--- config.mk ---
export PLATFORM = sky130hd
export DESIGN_NAME = mbist_job_sched
export DESIGN_NICKNAME = d
export VERILOG_FILES = /design/src/rtl/mbist_pkg.sv /design/src/rtl/mbist_sel_regs.sv /design/src/rtl/mbist_compat.sv /design/src/rtl/mbist_pick_first.sv /design/src/rtl/mbist_job_sched.sv
export SDC_FILE = /design/constraint.sdc
export NUM_CORES = 1
export LEC_CHECK = 0
export ABC_CLOCK_PERIOD_IN_PS = 11400
export CORE_ASPECT_RATIO = 1.25
export CORE_MARGIN = 2
export CORE_UTILIZATION = 55
export DETAILED_ROUTE_END_ITERATION = 12
export DONT_BUFFER_PORTS = 1
export PLACE_DENSITY = 0.7
export SETUP_SLACK_MARGIN = 0.02
export SYNTH_ARGS = -nofsm -noshare
export SYNTH_HDL_FRONTEND = slang
export SYNTH_SLANG_ARGS = --single-unit
--- constraint.sdc ---
create_clock -name clk -period 11.4 [get_ports clk]
set_clock_uncertainty 0.05 [all_clocks]
set_input_delay 1.14 -clock clk [delete_from_list [all_inputs] [get_ports clk]]
set_output_delay 1.14 -clock clk [all_outputs]
set_load 0.005 [all_outputs]
--- src/rtl/mbist_pkg.sv ---
package mbist_pkg;
  localparam int TYPE_W  = 2;
  localparam int N_TYPE  = 4;
  localparam int TY_SP   = 0;
  localparam int TY_TP   = 1;
  localparam int TY_ROM  = 2;

  typedef enum logic [1:0] {
    ST_IDLE  = 2'd0,
    ST_SCAN  = 2'd1,
    ST_ISSUE = 2'd2,
    ST_WAIT  = 2'd3
  } sched_st_e;

  // Memory type of each of 64 groups, TYPE_W bits per group.
  function automatic logic [127:0] dflt_grp_types();
    logic [127:0] r;
    int n;
    r = '0;
    for (int g = 0; g < 64; g++) begin
      n = g + 1;
      if ((n >= 4 && n <= 8) || n == 14)
        r[2*g +: 2] = 2'(TY_TP);
      else if (n <= 2)
        r[2*g +: 2] = 2'(TY_ROM);
      else
        r[2*g +: 2] = 2'(TY_SP);
    end
    return r;
  endfunction

  // Supported-type bitmask of each of 32 algorithms, N_TYPE bits each.
  function automatic logic [127:0] dflt_alg_support();
    logic [127:0] r;
    int n;
    r = '0;
    for (int a = 0; a < 32; a++) begin
      n = a + 1;
      if (n == 1) r[4*a + TY_ROM] = 1'b1;
      if (n == 2) begin
        r[4*a + TY_SP] = 1'b1;
        r[4*a + TY_TP] = 1'b1;
      end
      if (n == 4) r[4*a + TY_TP] = 1'b1;
      if ((n % 2) == 1 && n >= 3 && n <= 13) r[4*a + TY_SP] = 1'b1;
    end
    return r;
  endfunction
endpackage

--- src/rtl/mbist_sel_regs.sv ---
module mbist_sel_regs #(
  parameter int DW = 32
) (
  input  logic            clk,
  input  logic            rst,
  input  logic            lock,
  input  logic            wr_en,
  input  logic [1:0]      wr_sel,
  input  logic [DW-1:0]   wr_data,
  output logic [2*DW-1:0] grp_q,
  output logic [DW-1:0]   alg_q,
  output logic [2:0]      ovr_q
);
  logic wr_ok;
  assign wr_ok = wr_en && !lock;

  for (genvar w = 0; w < 2; w++) begin : g_grp_word
    always_ff @(posedge clk) begin
      if (rst)
        grp_q[w*DW +: DW] <= '1;
      else if (wr_ok && wr_sel == 2'(w))
        grp_q[w*DW +: DW] <= wr_data;
    end
  end

  always_ff @(posedge clk) begin
    if (rst) begin
      alg_q <= '0;
      ovr_q <= 3'b001;
    end else if (wr_ok) begin
      if (wr_sel == 2'd2) alg_q <= wr_data;
      if (wr_sel == 2'd3) ovr_q <= {2'b00, wr_data[0]};
    end
  end
endmodule

--- src/rtl/mbist_compat.sv ---
module mbist_compat #(
  parameter int N_GRP  = 64,
  parameter int TYPE_W = 2,
  parameter int N_TYPE = 4,
  parameter logic [N_GRP*TYPE_W-1:0] GRP_TYPE = '0
) (
  input  logic [N_TYPE-1:0] sup_row,
  output logic [N_GRP-1:0]  ok_vec
);
  for (genvar g = 0; g < N_GRP; g++) begin : g_grp
    localparam logic [TYPE_W-1:0] TY = GRP_TYPE[g*TYPE_W +: TYPE_W];
    assign ok_vec[g] = sup_row[TY];
  end
endmodule

--- src/rtl/mbist_pick_first.sv ---
module mbist_pick_first #(
  parameter int W  = 64,
  localparam int IW = $clog2(W)
) (
  input  logic [W-1:0]  vec,
  output logic          hit,
  output logic [IW-1:0] idx
);
  always_comb begin
    hit = 1'b0;
    idx = '0;
    for (int i = W - 1; i >= 0; i--) begin
      if (vec[i]) begin
        hit = 1'b1;
        idx = IW'(i);
      end
    end
  end
endmodule

--- src/rtl/mbist_job_sched.sv ---
module mbist_job_sched #(
  parameter int DW = 32,
  parameter logic [2*DW*mbist_pkg::TYPE_W-1:0] GRP_TYPE = mbist_pkg::dflt_grp_types(),
  parameter logic [DW*mbist_pkg::N_TYPE-1:0]   ALG_SUP  = mbist_pkg::dflt_alg_support(),
  localparam int N_GRP = 2 * DW,
  localparam int N_ALG = DW,
  localparam int AW    = $clog2(N_ALG + 1),
  localparam int GW    = $clog2(N_GRP + 1),
  localparam int CW    = $clog2(N_ALG * N_GRP + 1)
) (
  input  logic             clk,
  input  logic             rst,
  input  logic             wr_en,
  input  logic [1:0]       wr_sel,
  input  logic [DW-1:0]    wr_data,
  input  logic             start,
  output logic [N_GRP-1:0] grp_mask,
  output logic [DW-1:0]    alg_mask,
  output logic [2:0]       ovr_ctl,
  output logic             busy,
  output logic             finished,
  output logic [CW-1:0]    job_count,
  output logic             job_valid,
  input  logic             job_ready,
  output logic [AW-1:0]    job_alg,
  output logic [GW-1:0]    job_grp,
  input  logic             job_done
);
  import mbist_pkg::*;

  localparam int AI = $clog2(N_ALG);
  localparam int GI = $clog2(N_GRP);

  sched_st_e        st;
  logic [N_GRP-1:0] grp_l;
  logic [N_ALG-1:0] alg_l;
  logic             ovr_l;
  logic [AI-1:0]    alg_idx;
  logic [GW-1:0]    grp_from;
  logic [GI-1:0]    cur_grp;

  logic [N_TYPE-1:0] sup_row;
  logic [N_GRP-1:0]  ok_vec;
  logic [N_GRP-1:0]  from_vec;
  logic [N_GRP-1:0]  cand;
  logic              pick_hit;
  logic [GI-1:0]     pick_idx;

  mbist_sel_regs #(.DW(DW)) u_regs (
    .clk     (clk),
    .rst     (rst),
    .lock    (busy),
    .wr_en   (wr_en),
    .wr_sel  (wr_sel),
    .wr_data (wr_data),
    .grp_q   (grp_mask),
    .alg_q   (alg_mask),
    .ovr_q   (ovr_ctl)
  );

  assign sup_row = ALG_SUP[alg_idx*N_TYPE +: N_TYPE];

  mbist_compat #(
    .N_GRP    (N_GRP),
    .TYPE_W   (TYPE_W),
    .N_TYPE   (N_TYPE),
    .GRP_TYPE (GRP_TYPE)
  ) u_compat (
    .sup_row (sup_row),
    .ok_vec  (ok_vec)
  );

  always_comb begin
    for (int g = 0; g < N_GRP; g++)
      from_vec[g] = (g >= int'(grp_from));
  end

  assign cand = ok_vec & from_vec & (ovr_l ? {N_GRP{1'b1}} : grp_l)
              & {N_GRP{alg_l[alg_idx]}};

  mbist_pick_first #(.W(N_GRP)) u_pick (
    .vec (cand),
    .hit (pick_hit),
    .idx (pick_idx)
  );

  always_ff @(posedge clk) begin
    if (rst) begin
      st        <= ST_IDLE;
      busy      <= 1'b0;
      finished  <= 1'b0;
      job_valid <= 1'b0;
      job_alg   <= '0;
      job_grp   <= '0;
      job_count <= '0;
      grp_l     <= '0;
      alg_l     <= '0;
      ovr_l     <= 1'b0;
      alg_idx   <= '0;
      grp_from  <= '0;
      cur_grp   <= '0;
    end else begin
      finished <= 1'b0;
      case (st)
        ST_IDLE: begin
          if (start) begin
            grp_l     <= grp_mask;
            alg_l     <= alg_mask;
            ovr_l     <= ovr_ctl[0];
            alg_idx   <= '0;
            grp_from  <= '0;
            job_count <= '0;
            busy      <= 1'b1;
            st        <= ST_SCAN;
          end
        end
        ST_SCAN: begin
          if (pick_hit) begin
            job_valid <= 1'b1;
            job_alg   <= AW'(alg_idx) + AW'(1);
            job_grp   <= GW'(pick_idx) + GW'(1);
            cur_grp   <= pick_idx;
            st        <= ST_ISSUE;
          end else if (alg_idx == AI'(N_ALG - 1)) begin
            busy     <= 1'b0;
            finished <= 1'b1;
            st       <= ST_IDLE;
          end else begin
            alg_idx  <= alg_idx + AI'(1);
            grp_from <= '0;
          end
        end
        ST_ISSUE: begin
          if (job_ready) begin
            job_valid <= 1'b0;
            job_count <= job_count + CW'(1);
            st        <= ST_WAIT;
          end
        end
        ST_WAIT: begin
          if (job_done) begin
            grp_from <= GW'(cur_grp) + GW'(1);
            st       <= ST_SCAN;
          end
        end
        default: st <= ST_IDLE;
      endcase
    end
  end
endmodule

==> results of run 1 <==
==> worst max-delay path by stage <==
| stage | start | to | slack, ns | cells past startpoint |
|---|---|---|---|---|
| after global placement | grp_from[5] | job_grp[4] | 7.04 | 12 |
| after global routing | grp_from[5] | job_grp[4] | 6.71 | 12 |
| after floorplan | grp_from[1] | job_grp[4] | 7.78 | 16 |
| after detailed placement | grp_from[5] | job_grp[4] | 6.97 | 12 |
| after CTS | grp_from[5] | job_grp[4] | 7.00 | 12 |
| final | grp_from[5] | job_grp[4] | 6.91 | 12 |
==> per-stage QoR <==
stage,area (sq um),std cells,hold WS [ns]
global route,12100,1650,0.429
detailed placement,11400,1608,0.391
global placement,11400,1608,0.384
CTS,12100,1650,0.400
finish,12100,1650,0.400
floorplan,11400,1442,0.382
==> cell type report <==
cell class	count	area (sq um)	share of cell area (%)
timing repair buffer	11	82.6	0.680
sequential	226	4530	37.3
clock inverter	12	98.8	0.814
clock buffer	30	642	5.29
inverter	16	60.1	0.495
tap	270	338	2.78
multi-input combinational	1085	6390	52.7
==> critical path, stage by stage (launching register included) <==
cell and delay, ns:
dfxtp_1 1.02, nor2_1 0.47, a21o_1 0.32, a31oi_1 0.19, a41oi_1 0.14, or4_1 0.49, a211oi_1 0.36, or2_2 0.19
and2_1 0.15, ha_1 0.21, inv_1 0.06, or4_1 0.51, a311oi_1 0.24
==> per-layer routing <==
| metal | global-route usage [%] | share of wire [%] |
|---|---|---|
| met2 | 48.0 | 46 |
| met4 | 11.2 | 3.5 |
| met5 | 0 | 0 |
| met3 | 7.72 | 9.6 |
| met1 | 38.1 | 41 |
==> cells by family after synthesis <==
group                    after synthesis  share of synthesized area (%)
buffers and inverters                131                           4.82
XOR/XNOR                              17                           1.30
multiplexers                          10                           1.30
flip-flops                           226                           39.6
AO/OA/AOI/OAI                        448                           26.8
AND/OR/NAND/NOR                      595                           24.7
other                                  1                         0.0328
adder cells (fa/ha/maj)               13                           1.40
==> state kept, by name, summed over array words and instances (netlist names) <==
| signal | flops |
|---|---|
| finished | 1 |
| alg_l | 16 |
| u_regs.grp_q | 64 |
| u_regs.ovr_q | 1 |
| job_valid | 1 |
| u_regs.alg_q | 32 |
| st | 2 |
| alg_idx | 5 |
| job_count | 12 |
| job_alg | 6 |
| ovr_l | 1 |
| cur_grp | 6 |
| grp_l | 64 |
| busy | 1 |
| job_grp | 7 |
| grp_from | 7 |
==> cell usage in the layout (no fill, tap or decap), types with 16 or more instances in the layout <==
master       n
nand2_1    282
dfxtp_1    225
a21oi_1    158
nor2_1      82
a211o_1     68
nor2b_1     65
o21ai_0     47
nand3_1     26
clkbuf_16   23
or2_2       22
a211oi_1    21
nand4_1     19
o211ai_1    19
nor3_1      16
==> report_power, final <==
| group | switching (uW) | total, uW | internal (uW) |
|---|---|---|---|
| Sequential | 51.5 | 889 | 838 |
| Combinational | 187 | 306 | 119 |
| Clock | 316 | 738 | 422 |
==> results.cfg, run 1 <==
[run_status]
status = finished clean

[timing]
setup_tns_ns = 0
final.setup.worst_slack_ns = 6.91
max_freq_mhz = 223
final_hold_viol_count = 0
rsz0062_at_grt = no
finalCritPeriodShare_pct = 39.4
setup_viol = 0
relSlewSlack_pct = 25.3
worst_pin_slew_ns = 1.12
fin_crit_ns = 4.49
slew_viol_final = 0

[power]
power_density_mw_per_mm2 = 159
vdd_ir_drop_max_uv = 144
leakage_uw = 0.00430
finalPower_uw = 1930

[yosys]
synth_seq_cells = 226
async_flop_share_pct = 0
syn_area_sq_mm = 0.0114
synth-edff-count = 0
avgSynthCellArea_sq_um = 7.93
yosys_most_used_dff = dfxtp_1
netlist.area_leader.share_pct = 39.6
synth.distinct_cells = 85
synth_common_cells = nand2_1, dfxtp_1, a21oi_1, nor2_1, clkbuf_1
synth_area_leaders = dfxtp_1, nand2_1, a21oi_1
synth.most_common_cell = nand2_1
syn_inst = 1441
ys_seq_area_share_pct = 39.6
ys_warn_count = 0
netlist.top_cell.by_area = dfxtp_1

[final_layout]
drive_above_1_share_pct = 7.17
utilization_pct = 60.0
area_delta_synth_final_pct = 6.22
final_nets = 1415
fillerInstances = 1890
antenna_cells = 0

[worst_hold_path]
worstHoldStart = grp_l[29]
min_to = grp_l[29]
hold_class = reg2reg
whs_path_depth = 2

[clocking]
cts_hold_buffers = 0
cts_made_buffers = 23
cts_max_path_buffers = 3
cts_setup_buffers = 0
cts_resized = 0
clock-root-buffer = clkbuf_16
htree_levels = 1
cts_sinks = 226
cts_tree = done
clkLatencyLatePin_ns = 0.52
clk_pin_slew_worst_paths_ns = 0.06

[global_route]
grt_usage_pct = 29.6
grt_max_degree = 220
grt_pass1_wl_mm = 52.4
grt_pass1_vias = 9608
grt.overflow.total = 0
antenna_found_initial = 0

[worst_setup_path]
cp.arrival_ns = 4.87
ff2ff_setup_slack_ns = 6.91
path_class = reg2reg
cp_max_fo = 28
r2r_end = job_grp[4]
r2r_start = grp_from[5]
worst_setup_path_end_kind = flip-flop
startpoint_type = flip-flop
cp.required_ns = 11.78
rr_worst_depth = 12

[placed_design]
pre_cts_slack_ns = 6.97
dp_hpwl_mm = 23.9
numPortBuffers = 0
gp_congestion = 0.968

[routing]
drt_iter0_markers = 899
wirelength_mm = 33.9
vias = 10400
ant_nets = 0
drc = 0
dr.pass1.iters = 8
wl_per_cell_microns = 20.5
drt-vias-per-instance = 6.33

[run]
maxCapViolCount = 0

[die]
die_area_sq_mm = 0.0220
start_util_pct = 56.5
coreArea_sq_mm = 0.0202
num_io_pins = 167
num_rows = 58
die_h_microns = 165
die_w_microns = 133
No activity file was read; power rests on OpenSTA's default activity.
==> run 2: changes to the inputs <==
--- a/config.mk
+++ b/config.mk
@@ -5,7 +5,7 @@
 export SDC_FILE = /design/constraint.sdc
 export NUM_CORES = 1
 export LEC_CHECK = 0
-export ABC_CLOCK_PERIOD_IN_PS = 11400
+export ABC_CLOCK_PERIOD_IN_PS = 4350
 export CORE_ASPECT_RATIO = 1.25
 export CORE_MARGIN = 2
 export CORE_UTILIZATION = 55
==> constraint.sdc (replaced) <==
create_clock -name clk -period 4.35 [get_ports clk]
set_clock_uncertainty 0.05 [all_clocks]
set_input_delay 0.435 -clock clk [delete_from_list [all_inputs] [get_ports clk]]
set_output_delay 0.435 -clock clk [all_outputs]
set_load 0.005 [all_outputs]
==> results.cfg, run 2 (synthesis results as in run 1) <==
[worst_setup_path]
cp.required_ns = 4.73
cp-startpoint = grp_from[4]
ff2ff_setup_slack_ns = 0.24
slowest_delay_ns = 0.52
r2r_end = job_grp[4]
cp_top_family = simple AND/OR/NAND/NOR gates
path_cells = buf_4 -> o21ai_0 -> nand2_1 -> o22ai_1 -> nor2_1 -> or4_1 -> a211oi_1 -> or2_2 -> and2_1 -> ha_1 -> inv_1 -> or4_1 -> a311oi_1
path_class = reg2reg
crit_buf_inv = 2
startpoint_type = flip-flop
crit_slowest_cell = or4_1
worst_path_most_repeated_cell = or4_1
worst_setup_path_end_kind = flip-flop
worst-path-stages = 13
cp_max_fo = 16
cp.arrival_ns = 4.49
setup.worst_path.end = job_grp[4]
rr_worst_depth = 13
r2r_start = grp_from[4]

[placed_design]
gp_congestion = 1.09
numPortBuffers = 0
dp_hpwl_mm = 27.0
pre_cts_slack_ns = 0.312
dp.cells = 1636

[final_layout]
final_cell_mix = nand2_1, dfxtp_1, a21oi_1, nor2_1, a211o_1
final_cells = 1714
area_delta_synth_final_pct = 12.1
drive_above_1_share_pct = 9.08
largestRegisters = grp_l: 64 flops, u_regs.grp_q: 64 flops, u_regs.alg_q: 32 flops
final_common_cell = nand2_1
final_nets = 1478

[routing]
drc = 0
dr.pass1.iters = 5
wirelength_mm = 38.1
ant_nets = 0
vias = 10900
drt-vias-per-instance = 6.38
wl_per_cell_microns = 22.2
drt_iter0_markers = 1056

[die]
die_area_sq_mm = 0.0220
num_io_pins = 167
num_rows = 58
die_w_microns = 133
start_util_pct = 56.5
coreArea_sq_mm = 0.0202
die_h_microns = 165

[run]
maxCapViolCount = 0

[power]
power_density_mw_per_mm2 = 408
leakage_uw = 0.00462
p_sw_uw = 1550
comb_power_share_pct = 17.6
finalPower_uw = 5230
p_sw_share_pct = 29.5
p_int_uw = 3690
pwr-share-clk_pct = 37.7
vdd_ir_drop_max_uv = 406
seqPwrFrac_pct = 44.7

[clocking]
cts_sinks = 226
clkLatencyLatePin_ns = 0.52
clk_pin_slew_worst_paths_ns = 0.06
htree_levels = 1
clock-root-buffer = clkbuf_16
cts_made_buffers = 22
cts_max_path_buffers = 3
cts_tree = done

[global_route]
grt_pass1_wl_mm = 57.8
grt.overflow.total = 0
grt_usage_pct = 33.6
antenna_found_initial = 2
grt_max_degree = 155
grt_pass1_vias = 10100

[timing]
rsz0062_at_grt = no
slew_viol_final = 0
max_freq_mhz = 243
relSlewSlack_pct = 29.7
final.setup.worst_slack_ns = 0.242
hold_ws_ns = 0.0105
fin_crit_ns = 4.11
worst_pin_slew_ns = 1.05
setup_tns_ns = 0
setup_viol = 0
finalCritPeriodShare_pct = 94.4
final_hold_viol_count = 0

[worst_hold_path]
hold_class = in2reg

[run_status]
status = finished clean
run 2: cell count changes in the layout (fill, tap and decap cells not counted):
cell	before	now
clkbuf_8	4	3
inv_6	2	0
buf_16	0	1
dfxtp_2	1	2
buf_12	0	6
dlygate4sd3_1	0	33
dfxtp_1	225	224
bufinv_16	1	2
clkbuf_1	3	1
buf_4	11	35
diode_2	0	2
clkinv_4	1	3
run 2: cell type report:
| class | instances | area (sq um) |
|---|---|---|
| Antenna cell | 2 | 5.00 |
| Clock buffer | 27 | 621 |
| Clock inverter | 13 | 129 |
| Fill cell | 1781 | 7430 |
| Inverter | 16 | 60.1 |
| Multi-Input combinational cell | 1085 | 6390 |
| Sequential cell | 226 | 4530 |
| Tap cell | 270 | 338 |
| Timing Repair Buffer | 75 | 741 |
run 2: per-stage QoR:
stage          utilization, %  area [sq um]
3_5_place_dp             57.6         11700
6_report                 63.3         12800
2_1_floorplan               -         11400
3_3_place_gp             57.6         11700
4_1_cts                  63.3         12800
5_1_grt                  63.3         12800
run 2: repair_timing:
action	CTS	global route
gates resized for setup	0	1
endpoints found under the hold margin	204	0
buffers inserted	0	0
setup endpoints to repair	0	1
hold buffers	36	0
run 2: worst min path at each step:
| stage | start | to | cells after the start |
|---|---|---|---|
| 2_1_floorplan | alg_l[9] | alg_l[9] | 2 |
| 3_3_place_gp | grp_l[44] | grp_l[44] | 2 |
| 3_5_place_dp | grp_l[40] | grp_l[40] | 2 |
| 4_1_cts | wr_data[11] | u_regs.alg_q[11] | 2 |
| 5_1_grt | wr_data[9] | u_regs.alg_q[9] | 2 |
| 6_report | wr_data[24] | u_regs.alg_q[24] | 2 |
run 2: metal layers:
layer | global-route usage (%) | vias to the layer above | wire, microns
met5 | 0 | - | 0
met4 | 13.1 | 0 | 1580
met3 | 6.47 | 92 | 3110
met2 | 56.1 | 541 | 17700
met1 | 43.0 | 5146 | 15700
li1 | - | 5153 | -
run 2: power by group through the flow:
stage	Clock [uW]	Combinational (uW)	Sequential [uW]
global route	2070	1000	2350
CTS	1990	903	2340
floorplan	0	658	2310
detailed placement	0	821	2380
finish	1970	920	2340
global placement	0	822	2380
